--- config.mk ---
export PLATFORM = sky130hd
export DESIGN_NAME = gpio_irq_unit
export DESIGN_NICKNAME = d
export VERILOG_FILES = /design/src/rtl/gpio_irq_pkg.sv /design/src/rtl/gpio_irq_sync.sv /design/src/rtl/gpio_irq_detect.sv /design/src/rtl/gpio_irq_unit.sv
export SDC_FILE = /design/constraint.sdc
export NUM_CORES = 1
export LEC_CHECK = 0
export ABC_AREA = 1
export BUFFER_PORTS_ARGS = -buffer_cell sky130_fd_sc_hd__buf_2
export CORE_MARGIN = 1
export CORE_UTILIZATION = 25
export DETAILED_ROUTE_END_ITERATION = 7
export PLACE_DENSITY_LB_ADDON = 0.2
export RECOVER_POWER = 50
export SLEW_MARGIN = 40
export SYNTH_ARGS = -nofsm -noshare
export SYNTH_HDL_FRONTEND = slang
export SYNTH_SLANG_ARGS = --single-unit
--- constraint.sdc ---
create_clock -name clk -period 1.65 [get_ports clk]
set_input_delay 0.165 -clock clk [delete_from_list [all_inputs] [get_ports clk]]
set_output_delay 0.165 -clock clk [all_outputs]
set_load 0.01 [all_outputs]
--- src/rtl/gpio_irq_pkg.sv ---
package gpio_irq_pkg;
   localparam int NCH_MAX = 16;
   localparam int REG_AW  = 3;
   localparam int DATA_W  = 32;

   localparam logic [REG_AW-1:0] ADR_ENABLE  = 3'd0;
   localparam logic [REG_AW-1:0] ADR_STATUS  = 3'd1;
   localparam logic [REG_AW-1:0] ADR_MASK    = 3'd2;
   localparam logic [REG_AW-1:0] ADR_MSET    = 3'd3;
   localparam logic [REG_AW-1:0] ADR_MCLR    = 3'd4;
   localparam logic [REG_AW-1:0] ADR_ACK     = 3'd5;
   localparam logic [REG_AW-1:0] ADR_MODE_LO = 3'd6;
   localparam logic [REG_AW-1:0] ADR_MODE_HI = 3'd7;

   localparam logic [2:0] TRIG_FALL = 3'b000;
   localparam logic [2:0] TRIG_RISE = 3'b001;
   localparam logic [2:0] TRIG_LOW  = 3'b010;
   localparam logic [2:0] TRIG_HIGH = 3'b011;
   localparam logic [2:0] TRIG_ANY  = 3'b100;

   // Event decision for one channel from its mode and two successive samples.
   function automatic logic trig_hit(input logic [2:0] mode, input logic cur, input logic prv);
      logic hit;
      if (mode[2]) hit = cur ^ prv;
      else begin
         case (mode[1:0])
            2'b00:   hit = prv & ~cur;
            2'b01:   hit = ~prv & cur;
            2'b10:   hit = ~cur;
            default: hit = cur;
         endcase
      end
      return hit;
   endfunction
endpackage

--- src/rtl/gpio_irq_sync.sv ---
module gpio_irq_sync #(
   parameter int WIDTH  = 16,
   parameter int STAGES = 2
) (
   input  logic             clk,
   input  logic             rst_n,
   input  logic [WIDTH-1:0] d_i,
   output logic [WIDTH-1:0] q_o
);
   if (STAGES < 2) begin : g_bad_depth
      $error("gpio_irq_sync: STAGES must be at least 2");
   end

   logic [WIDTH-1:0] chain_q [STAGES];

   for (genvar s = 0; s < STAGES; s++) begin : g_stage
      if (s == 0) begin : g_first
         always_ff @(posedge clk or negedge rst_n) begin
            if (!rst_n) chain_q[s] <= '0;
            else        chain_q[s] <= d_i;
         end
      end else begin : g_next
         always_ff @(posedge clk or negedge rst_n) begin
            if (!rst_n) chain_q[s] <= '0;
            else        chain_q[s] <= chain_q[s-1];
         end
      end
   end

   assign q_o = chain_q[STAGES-1];
endmodule

--- src/rtl/gpio_irq_detect.sv ---
module gpio_irq_detect
   import gpio_irq_pkg::*;
#(
   parameter int WIDTH = 16
) (
   input  logic               clk,
   input  logic               rst_n,
   input  logic [WIDTH-1:0]   smp_i,
   input  logic [3*WIDTH-1:0] mode_i,
   output logic [WIDTH-1:0]   evt_o
);
   logic [WIDTH-1:0] prev_q;

   always_ff @(posedge clk or negedge rst_n) begin
      if (!rst_n) prev_q <= '0;
      else        prev_q <= smp_i;
   end

   for (genvar c = 0; c < WIDTH; c++) begin : g_ch
      assign evt_o[c] = trig_hit(mode_i[3*c +: 3], smp_i[c], prev_q[c]);
   end
endmodule

--- src/rtl/gpio_irq_unit.sv ---
module gpio_irq_unit
   import gpio_irq_pkg::*;
#(
   parameter int NPINS     = 16,
   parameter int SYNC_DEPTH = 2
) (
   input  logic              clk,
   input  logic              rst_n,
   input  logic [NPINS-1:0]  pin_i,
   input  logic              reg_wen,
   input  logic [2:0]        reg_addr,
   input  logic [31:0]       reg_wdata,
   output logic [31:0]       reg_rdata,
   output logic              irq_o
);
   if (NPINS < 1 || NPINS > NCH_MAX) begin : g_bad_npins
      $error("gpio_irq_unit: NPINS must lie in 1..16");
   end

   localparam logic [NCH_MAX-1:0] VALID = NCH_MAX'((32'd1 << NPINS) - 32'd1);
   localparam int HALF = NCH_MAX / 2;

   logic [NPINS-1:0]   smp;
   logic [NPINS-1:0]   evt;
   logic [3*NPINS-1:0] mode_flat;
   logic [NCH_MAX-1:0] evt_w;
   logic [NCH_MAX-1:0] enable_q, mask_q, status_q;
   logic [NCH_MAX-1:0] wr_bits, ack_bits;
   logic [2:0]         mode_q [NCH_MAX];
   logic               irq_q;

   gpio_irq_sync #(.WIDTH(NPINS), .STAGES(SYNC_DEPTH)) u_sync (
      .clk(clk), .rst_n(rst_n), .d_i(pin_i), .q_o(smp)
   );

   always_comb begin
      for (int c = 0; c < NPINS; c++) mode_flat[3*c +: 3] = mode_q[c];
   end

   gpio_irq_detect #(.WIDTH(NPINS)) u_detect (
      .clk(clk), .rst_n(rst_n), .smp_i(smp), .mode_i(mode_flat), .evt_o(evt)
   );

   always_comb begin
      evt_w = '0;
      evt_w[NPINS-1:0] = evt;
   end

   assign wr_bits  = reg_wdata[NCH_MAX-1:0] & VALID;
   assign ack_bits = (reg_wen && reg_addr == ADR_ACK) ? wr_bits : '0;

   // Mode storage: one 3-bit field per channel, unused channels tied to zero.
   for (genvar c = 0; c < NCH_MAX; c++) begin : g_mode
      localparam int SLOT = c % HALF;
      localparam logic [2:0] MADR = (c < HALF) ? ADR_MODE_LO : ADR_MODE_HI;
      if (c < NPINS) begin : g_used
         always_ff @(posedge clk or negedge rst_n) begin
            if (!rst_n) mode_q[c] <= TRIG_FALL;
            else if (reg_wen && reg_addr == MADR) mode_q[c] <= reg_wdata[4*SLOT +: 3];
         end
      end else begin : g_unused
         assign mode_q[c] = 3'b000;
      end
   end

   always_ff @(posedge clk or negedge rst_n) begin
      if (!rst_n) begin
         enable_q <= '0;
         mask_q   <= '0;
      end else if (reg_wen) begin
         case (reg_addr)
            ADR_ENABLE: enable_q <= wr_bits;
            ADR_MASK:   mask_q   <= wr_bits;
            ADR_MSET:   mask_q   <= mask_q | wr_bits;
            ADR_MCLR:   mask_q   <= mask_q & ~wr_bits;
            default:    ;
         endcase
      end
   end

   // A fresh event outranks an acknowledge aimed at the same channel.
   always_ff @(posedge clk or negedge rst_n) begin
      if (!rst_n) status_q <= '0;
      else        status_q <= (status_q & ~ack_bits) | (evt_w & enable_q);
   end

   always_ff @(posedge clk or negedge rst_n) begin
      if (!rst_n) irq_q <= 1'b0;
      else        irq_q <= |(status_q & ~mask_q);
   end
   assign irq_o = irq_q;

   always_comb begin
      reg_rdata = '0;
      case (reg_addr)
         ADR_ENABLE: reg_rdata[NCH_MAX-1:0] = enable_q;
         ADR_STATUS: reg_rdata[NCH_MAX-1:0] = status_q;
         ADR_MASK:   reg_rdata[NCH_MAX-1:0] = mask_q;
         ADR_MODE_LO: for (int s = 0; s < HALF; s++) reg_rdata[4*s +: 3] = mode_q[s];
         ADR_MODE_HI: for (int s = 0; s < HALF; s++) reg_rdata[4*s +: 3] = mode_q[s+HALF];
         default:    reg_rdata = '0;
      endcase
   end
endmodule

==> results of run 1 <==
[power breakdown]
group	internal, µW	switching, µW
combinational	795	1170
sequential	4090	509
clock	2880	1600
[how the worst max path moves through the flow]
stage,slack (ns),endpoint
global route,-0.03,reg_rdata[6]
finish,0.04,reg_rdata[9]
floorplan,0.50,reg_rdata[16]
detailed placement,0.15,reg_rdata[30]
CTS,-0.01,reg_rdata[9]
global placement,0.14,reg_rdata[6]
[what timing repair did]
| action | CTS | global route |
|---|---|---|
| hold buffers | 21 | 0 |
| endpoints found under the hold margin | 65 | 0 |
| setup endpoints to repair | 1 | 9 |
| setup buffers | 1 | 5 |
| gates resized for setup | 3 | 10 |
| pin swaps | 1 | 4 |
[tightest hold or removal path, delay by kind of cell]
kind | cells | cell delay, ns
buf+inv | 2 | 0.16
compound gates | 1 | 0.07
[final cells by class]
cell class	instances	area share (%)
multi-input combinational	645	33.3
timing repair buffer	129	10.0
inverter	137	5.51
sequential	145	38.9
clock buffer	18	4.70
clock inverter	13	2.49
tap	384	5.15
[layer usage]
layer | routed length [µm] | global-route usage [%]
met5 | 10 | 0
met4 | 252 | 4.06
met3 | 937 | 2.71
met2 | 9700 | 23.4
met1 | 10500 | 20.2
[through the flow]
stage | instance area (µm²) | util [%] | power (µW)
after CTS | 9300 | 32.1 | 11100
final | 9340 | 32.3 | 11000
after global placement | 8410 | 29.0 | 6540
after global routing | 9340 | 32.3 | 11700
after floorplan | 7430 | - | 5760
after detailed placement | 8410 | 29.0 | 6570
[state kept, by name (all words and copies together), names as in the netlist]
signal / count
mode_flat: 48
enable_q: 16
mask_q: 16
status_q: 16
u_detect.prev_q: 16
u_sync.chain_q: 16
u_sync.q_o: 16
irq_o: 1
[cell families after synthesis]
kind of cell	count (synthesis)	share of synthesized area, %
adder cells (fa/ha/maj)	32	5.39
AO/OA/AOI/OAI	131	10.1
other	1	0.0505
AND/OR/NAND/NOR	478	25.7
flip-flops	145	48.9
buffers and inverters	170	9.93
[layout by cell type, fill, tap and decap left out, drive strengths merged]
| cell type | instances |
|---|---|
| nand4 | 8 |
| a21boi | 3 |
| bufinv | 6 |
| o22ai | 16 |
| conb | 4 |
| clkbuf | 21 |
| clkinvlp | 1 |
| nand3b | 1 |
| inv | 139 |
| clkinv | 4 |
| a22oi | 4 |
| dfrtp | 145 |
| a21oi | 15 |
| buf | 105 |
| or2 | 1 |
| dlygate4sd3 | 21 |
| ha | 32 |
| nand3 | 46 |
| o21ai | 85 |
| nor2 | 80 |
| o221ai | 3 |
| o211ai | 5 |
| nand2 | 342 |
[synthesized netlist by cell type]
library cell    n
buf_6           7
clkbuf_2        1
o221ai_1        3
o21ai_0        24
nand3_2         1
dfrtp_1       145
ha_1           32
o21ai_1        56
buf_2          12
o22ai_1        16
nor2_2          3
a21boi_0        3
nand4_1         8
a21oi_1        14
nand3b_1        1
clkbuf_1        5
nor2_1         77
inv_1         134
inv_2           3
nand2_4         1
conb_1          1
a21oi_4         1
o21ai_2         5
nand2_1       338
or2_2           1
nand3_1        45
nand2_2         3
a22oi_1         4
buf_4           8
o211ai_1        5
==> results.md, run 1 <==
- Status: complete, no violations
- Syn. warnings: 0
- Area of the multi-input gates: 3110 µm²
- Worst Path Class, Setup: flip-flop to output pin
- First-pass GRT wire length: 34.2 mm
- Element type at the critical path end: output pin
- H-tree levels: 4
- Setup crit start kind: flip-flop
- Vias per cell: 4.27
- Reg clk slew, reported paths: 0.07 ns
- CORE AREA: 28900 µm²
- Data required, critical path: 1.48 ns
- Vias in the first global route: 6071
- Grt ovf: 0
- CTS tree: done
- DIE AREA: 30400 µm²
- HP Class: input pin to flip-flop
- Placer Congestion: 0.787
- Clk_lat worst skew: 0.42 ns
- Detail Route Antenna Nets: 0
- Std cell rows: 62
- Ant diodes: 0
- Chip width: 174 µm
- Share of layout cells above drive strength 1: 15.3%
- Port buffer count: 78
- Inst Count DP: 1413
- Average wire per standard cell: 14.5 µm
- Sequential area share after synthesis: 48.9%
- CTS Buffer Depth: 2
- Hold depth: 3
- Nets: 1161
- Slowest CP cell: dfrtp_1
- Setup Skew: 0.00743 ns
- Final Critical Period: 1.61 ns
- Max Slew Vio Count: 0
- Synthesized area: 7420 µm²
- Share of the synthesized area in the top cell type: 48.9%
- Post-Syn Area per Cell: 7.76 µm²
- Reg2reg end: status_q[2]$_DFF_PN0_
- Reg area: 3630 µm²
- Routed via count: 6276
- Flop2flop setup slack: 0.42 ns
- Critical path depth in cells: 5
- Largest net degree at the start of global routing: 50
- Max-slew headroom: 17.1%
- WHS Endpoint: mode_flat[39]$_DFFE_PN0P_
- TNS Setup: 0 ns
- Post-synth top area cell: dfrtp_1
- Worst Setup SP: mode_flat[7]$_DFFE_PN0P_
- Arr. time, crit path: 1.45 ns
- Peak supply drop: 0.552 mV
- I/O Pins: 87
- Area Growth Syn to Fin: 25.8%
- DR DRC count: 0
- Routed Wire Length: 21.4 mm
- Maxcap violations: 0
- CP Max Fanout: 2
- Flops & latches, synth: 145
- HP Start: reg_wdata[20]
- Critical path buffers and inverters: 2
- Top cells by area, synth: dfrtp_1 (49%), nand2_1 (17%), inv_1 (6.8%), ha_1 (5.4%), nor2_1 (3.9%)
- Clock Sinks: 145
- Hold WS: 0.0163 ns
- Place WS: 0.152 ns
- Dpl hpwl: 15.6 mm
- RSZ-0062 raised after global routing: yes
- Slowest stage delay, CP: 0.41 ns
- CP Cell Sequence: inv_2, nor2_2, a21oi_2, nand4_1, buf_2
- Max Fclk: 621 MHz
- Number of DRC markers in iteration 0: 322
- TritonRoute pass-1 iters: 5
- Pleak: 0.00483 µW
- Register-to-Register Path Depth: 6
- Initial antenna violation count: 1
- Initial Util: 25.7%
- Worst Tran Pin Value: 1.24 ns
- DIE HEIGHT: 174 µm
- Synth Instances: 957
- Total Routing Usage GR: 14.7%
- Crit path max-delay family: flip-flops
- Layout fillers: 3063
- Final Setup Violations: 0
- Count of cell types in the netlist: 30
- Origin of the critical flop-to-flop path: mode_flat[7]$_DFFE_PN0P_
- Final worst path period share: 97.6%
- Final WS setup: 0.0389 ns
- CTS Buf Count: 17
- Post-Layout Cell Count: 1471
- P per Cell Area: 1180 nW/µm²
- CTS root buf: clkbuf_16
- Final hold violations: 0
Note: power is estimated with default switching activity, not from simulation.
==> run 2, diff against run 1 <==
--- a/config.mk
+++ b/config.mk
@@ -5,7 +5,6 @@
 export SDC_FILE = /design/constraint.sdc
 export NUM_CORES = 1
 export LEC_CHECK = 0
-export ABC_AREA = 1
 export BUFFER_PORTS_ARGS = -buffer_cell sky130_fd_sc_hd__buf_2
 export CORE_MARGIN = 1
 export CORE_UTILIZATION = 25
==> run 2 against run 1 <==
The flow now finishes with violations (setup timing). Design area grew 2.6%. Global-route usage shrank 0.67 points. Clock power shrank 8.0%. Sequential share of layout area shrank 0.96 points. Register-to-register slack lost 0.30 ns. Flip-flop and latch count is the same. Area after synthesis shrank 1.6%. Maximum frequency shrank 8.5%. Routed wire length shrank 8.2%. Sequential power grew 3%. Critical endpoint is now reg_rdata[8]. Largest power group unchanged.
==> results.md, run 2 <==
- Flops & latches, synth: 145
- DIE HEIGHT: 173 µm
- Share of the synthesized area in the top cell type: 49.7%
- Final WS setup: -0.112 ns
- FFs w/ async S/R, synth: 100%
- Slowest stage delay, CP: 0.39 ns
- Register-to-Register Path Depth: 8
- Reg2reg end: irq_o$_DFF_PN0_
- Grt ovf: 0
- Compound-cell area share of the yosys netlist: 10.1%
- Largest net degree at the start of global routing: 42
- Xor/xnor share of the synthesized area: 1.80%
- Vias in the first global route: 5545
- Slowest CP cell: dfrtp_1
- Routed Wire Length: 19.6 mm
- Max Slew Vio Count: 0
- Reg clk slew, reported paths: 0.07 ns
- CTS tree: done
- CTS root buf: clkbuf_16
- Detail Route Antenna Nets: 0
- Pleak: 0.00467 µW
- Data required, critical path: 1.48 ns
- CTS Buf Count: 17
- Sequential fraction of design power: 42.1%
- Post-Synth Simple-Gate Area: 9.20%
- RSZ-0062 raised after global routing: yes
- Origin of the critical flop-to-flop path: mask_q[13]$_DFFE_PN0P_
- Total Routing Usage GR: 14.0%
- Initial antenna violation count: 1
- Leading cell type in the layout, fill and taps excluded: dfrtp_1
- DR DRC count: 0
- CORE AREA: 28700 µm²
- P per Cell Area: 1180 nW/µm²
- Placer Congestion: 0.719
- Top cells by area, synth: dfrtp_1 (50%), mux2_2 (7.7%), nand2_1 (6.8%), mux2i_1 (6.3%), ha_1 (5.5%)
- WHS Endpoint: status_q[3]$_DFF_PN0_
- Setup crit start kind: flip-flop
- Share of layout cells above drive strength 1: 32.0%
- CP Cell Sequence: mux2_2, a221oi_1, a21oi_1, buf_2
- Switching Power: 3320 µW
- Top cells by count, synth: dfrtp_1 (145), nand2_1 (133), inv_1 (50), mux2_2 (50), mux2i_1 (46)
- First-pass GRT wire length: 32.0 mm
- Arr. time, crit path: 1.60 ns
- Nets: 929
- DIE AREA: 29900 µm²
- Largest family of logic cells by synthesized area: multiplexers
- Max FFs per register: 48
- CP Max Fanout: 2
- Number of enable flip-flop cells after synthesis: 0
- Syn. warnings: 0
- H-tree levels: 4
- Std cell rows: 62
- Status: complete, but fails checks
- Chip width: 173 µm
- Sw Share: 29.4%
- Mux contribution to synthesized area: 18.1%
- Most used DFF post-synth: dfrtp_1
- Area Growth Syn to Fin: 31.2%
- Post-Synth Adder-Cell Area: 5.48%
- Clock Sinks: 145
- HP Class: input pin to flip-flop
- Final Setup Violations: 9
- CTS Buffer Depth: 2
- Count of cell types in the netlist: 32
- Overall power: 11300 µW
- Most numerous cell in the Yosys netlist: dfrtp_1
- Synth Instances: 683
- Number of DRC markers in iteration 0: 261
- Maxcap violations: 0
- I/O Pins: 87
- Initial Util: 25.4%
- HP Start: reg_wdata[3]
- Peak supply drop: 0.764 mV
- Violated checks: setup timing
- Routed via count: 5365
- P_int: 7990 µW
- Final worst path period share: 107%
- Post-synth top area cell: dfrtp_1
- Synthesized area: 7300 µm²
- Clock power share: 36.4%
- Gate power share: 21.5%
- Dpl hpwl: 13.7 mm
- Max-slew headroom: 23.8%
- Final hold violations: 0
- Setup Skew: 0.0101 ns
- Most frequent cells in the layout: dfrtp_1 (142), nand2_1 (133), buf_2 (76)
- TritonRoute pass-1 iters: 5
- Average wire per standard cell: 15.8 µm
- Vias per cell: 4.33
- Worst Tran Pin Value: 1.14 ns
- Place WS: -0.00943 ns
- Clk_lat worst skew: 0.43 ns
- Max Fclk: 568 MHz
- Sequential area share after synthesis: 49.7%
- Critical path buffers and inverters: 1
- Post-Syn Area per Cell: 10.7 µm²
- Flop2flop setup slack: 0.12 ns
- Hold depth: 4
- Worst Path Class, Setup: flip-flop to output pin
- Final Critical Period: 1.76 ns
- Port buffer count: 78
- Element type at the critical path end: output pin
- Ant diodes: 0
- Crit path max-delay family: flip-flops
-- run 2: kinds of logic (layout without fill, tap and decap cells) --
group                    count (synthesis)  after routing
AND/OR/NAND/NOR                        165            165
AO/OA/AOI/OAI                          120            120
multiplexers                           116            116
buffers and inverters                   89            259
flip-flops                             145            145
other                                    1              4
adder cells (fa/ha/maj)                 32             32
XOR/XNOR                                15             15
-- run 2: cell type report --
cell class	count	area [µm²]
clock inverters	13	176
flip-flops and latches	145	3630
clock buffers	19	453
repair buffers	177	1300
multi-input cells	452	3360
fillers	2951	19100
inverters	50	188
well taps	384	480
-- run 2: metrics by stage --
stage	hold slack (ns)	utilization (%)	TNS [ns]	area, µm²	instances
floorplan	-0.131	-	0	7320	686
CTS	0.00333	33.2	-0.889	9530	1231
finish	0.0350	33.4	-0.571	9580	1240
detailed placement	0.140	29.1	-0.00943	8360	1143
global placement	0.135	29.1	0	8360	1143
global route	0.0149	33.4	-2.91	9580	1240
-- run 2: power by group through the flow --
stage / registers (µW) / clock network, µW / logic [µW]
after floorplan: 4630 / 0 / 1400
after global placement: 4890 / 0 / 1960
after detailed placement: 4890 / 0 / 1980
after CTS: 4760 / 4250 / 2380
after global routing: 4850 / 4430 / 2730
final: 4760 / 4120 / 2430
-- run 2: worst max path at each step --
| stage | end | depth (start not counted) | slack (ns) | from |
|---|---|---|---|---|
| global placement | reg_rdata[8] | 6 | 0.0005 | reg_addr[2] |
| CTS | reg_rdata[1] | 4 | -0.12 | mask_q[1]$_DFFE_PN0P_ |
| finish | reg_rdata[8] | 4 | -0.11 | mode_flat[6]$_DFFE_PN0P_ |
| global route | reg_rdata[4] | 4 | -0.17 | mask_q[4]$_DFFE_PN0P_ |
| detailed placement | reg_rdata[8] | 6 | -0.009 | reg_addr[2] |
| floorplan | enable_q[10]$_DFFE_PN0P_ | 6 | 0.21 | reg_wen |
-- run 2: timing repair --
| action | in CTS | in global routing |
|---|---|---|
| pin swaps | 6 | 6 |
| resized for setup | 22 | 6 |
| endpoints found under the setup margin | 13 | 17 |
| endpoints found under the hold margin | 76 | 0 |
| buffers inserted | 27 | 9 |
| hold buffers | 29 | 0 |
-- run 2: worst min-delay path, delay by kind of cell --
family | cells | cell delay [ns]
buffers and inverters | 1 | 0.13
and+or+nand+nor | 3 | 0.14
-- run 2: per-layer routing --
layer	vias to the layer above	routed length, µm	GRT usage, %
li1	2654	-	-
met1	2607	9690	19.3
met2	96	9150	21.8
met3	6	688	3.25
met4	2	67	4.28
met5	-	10	0
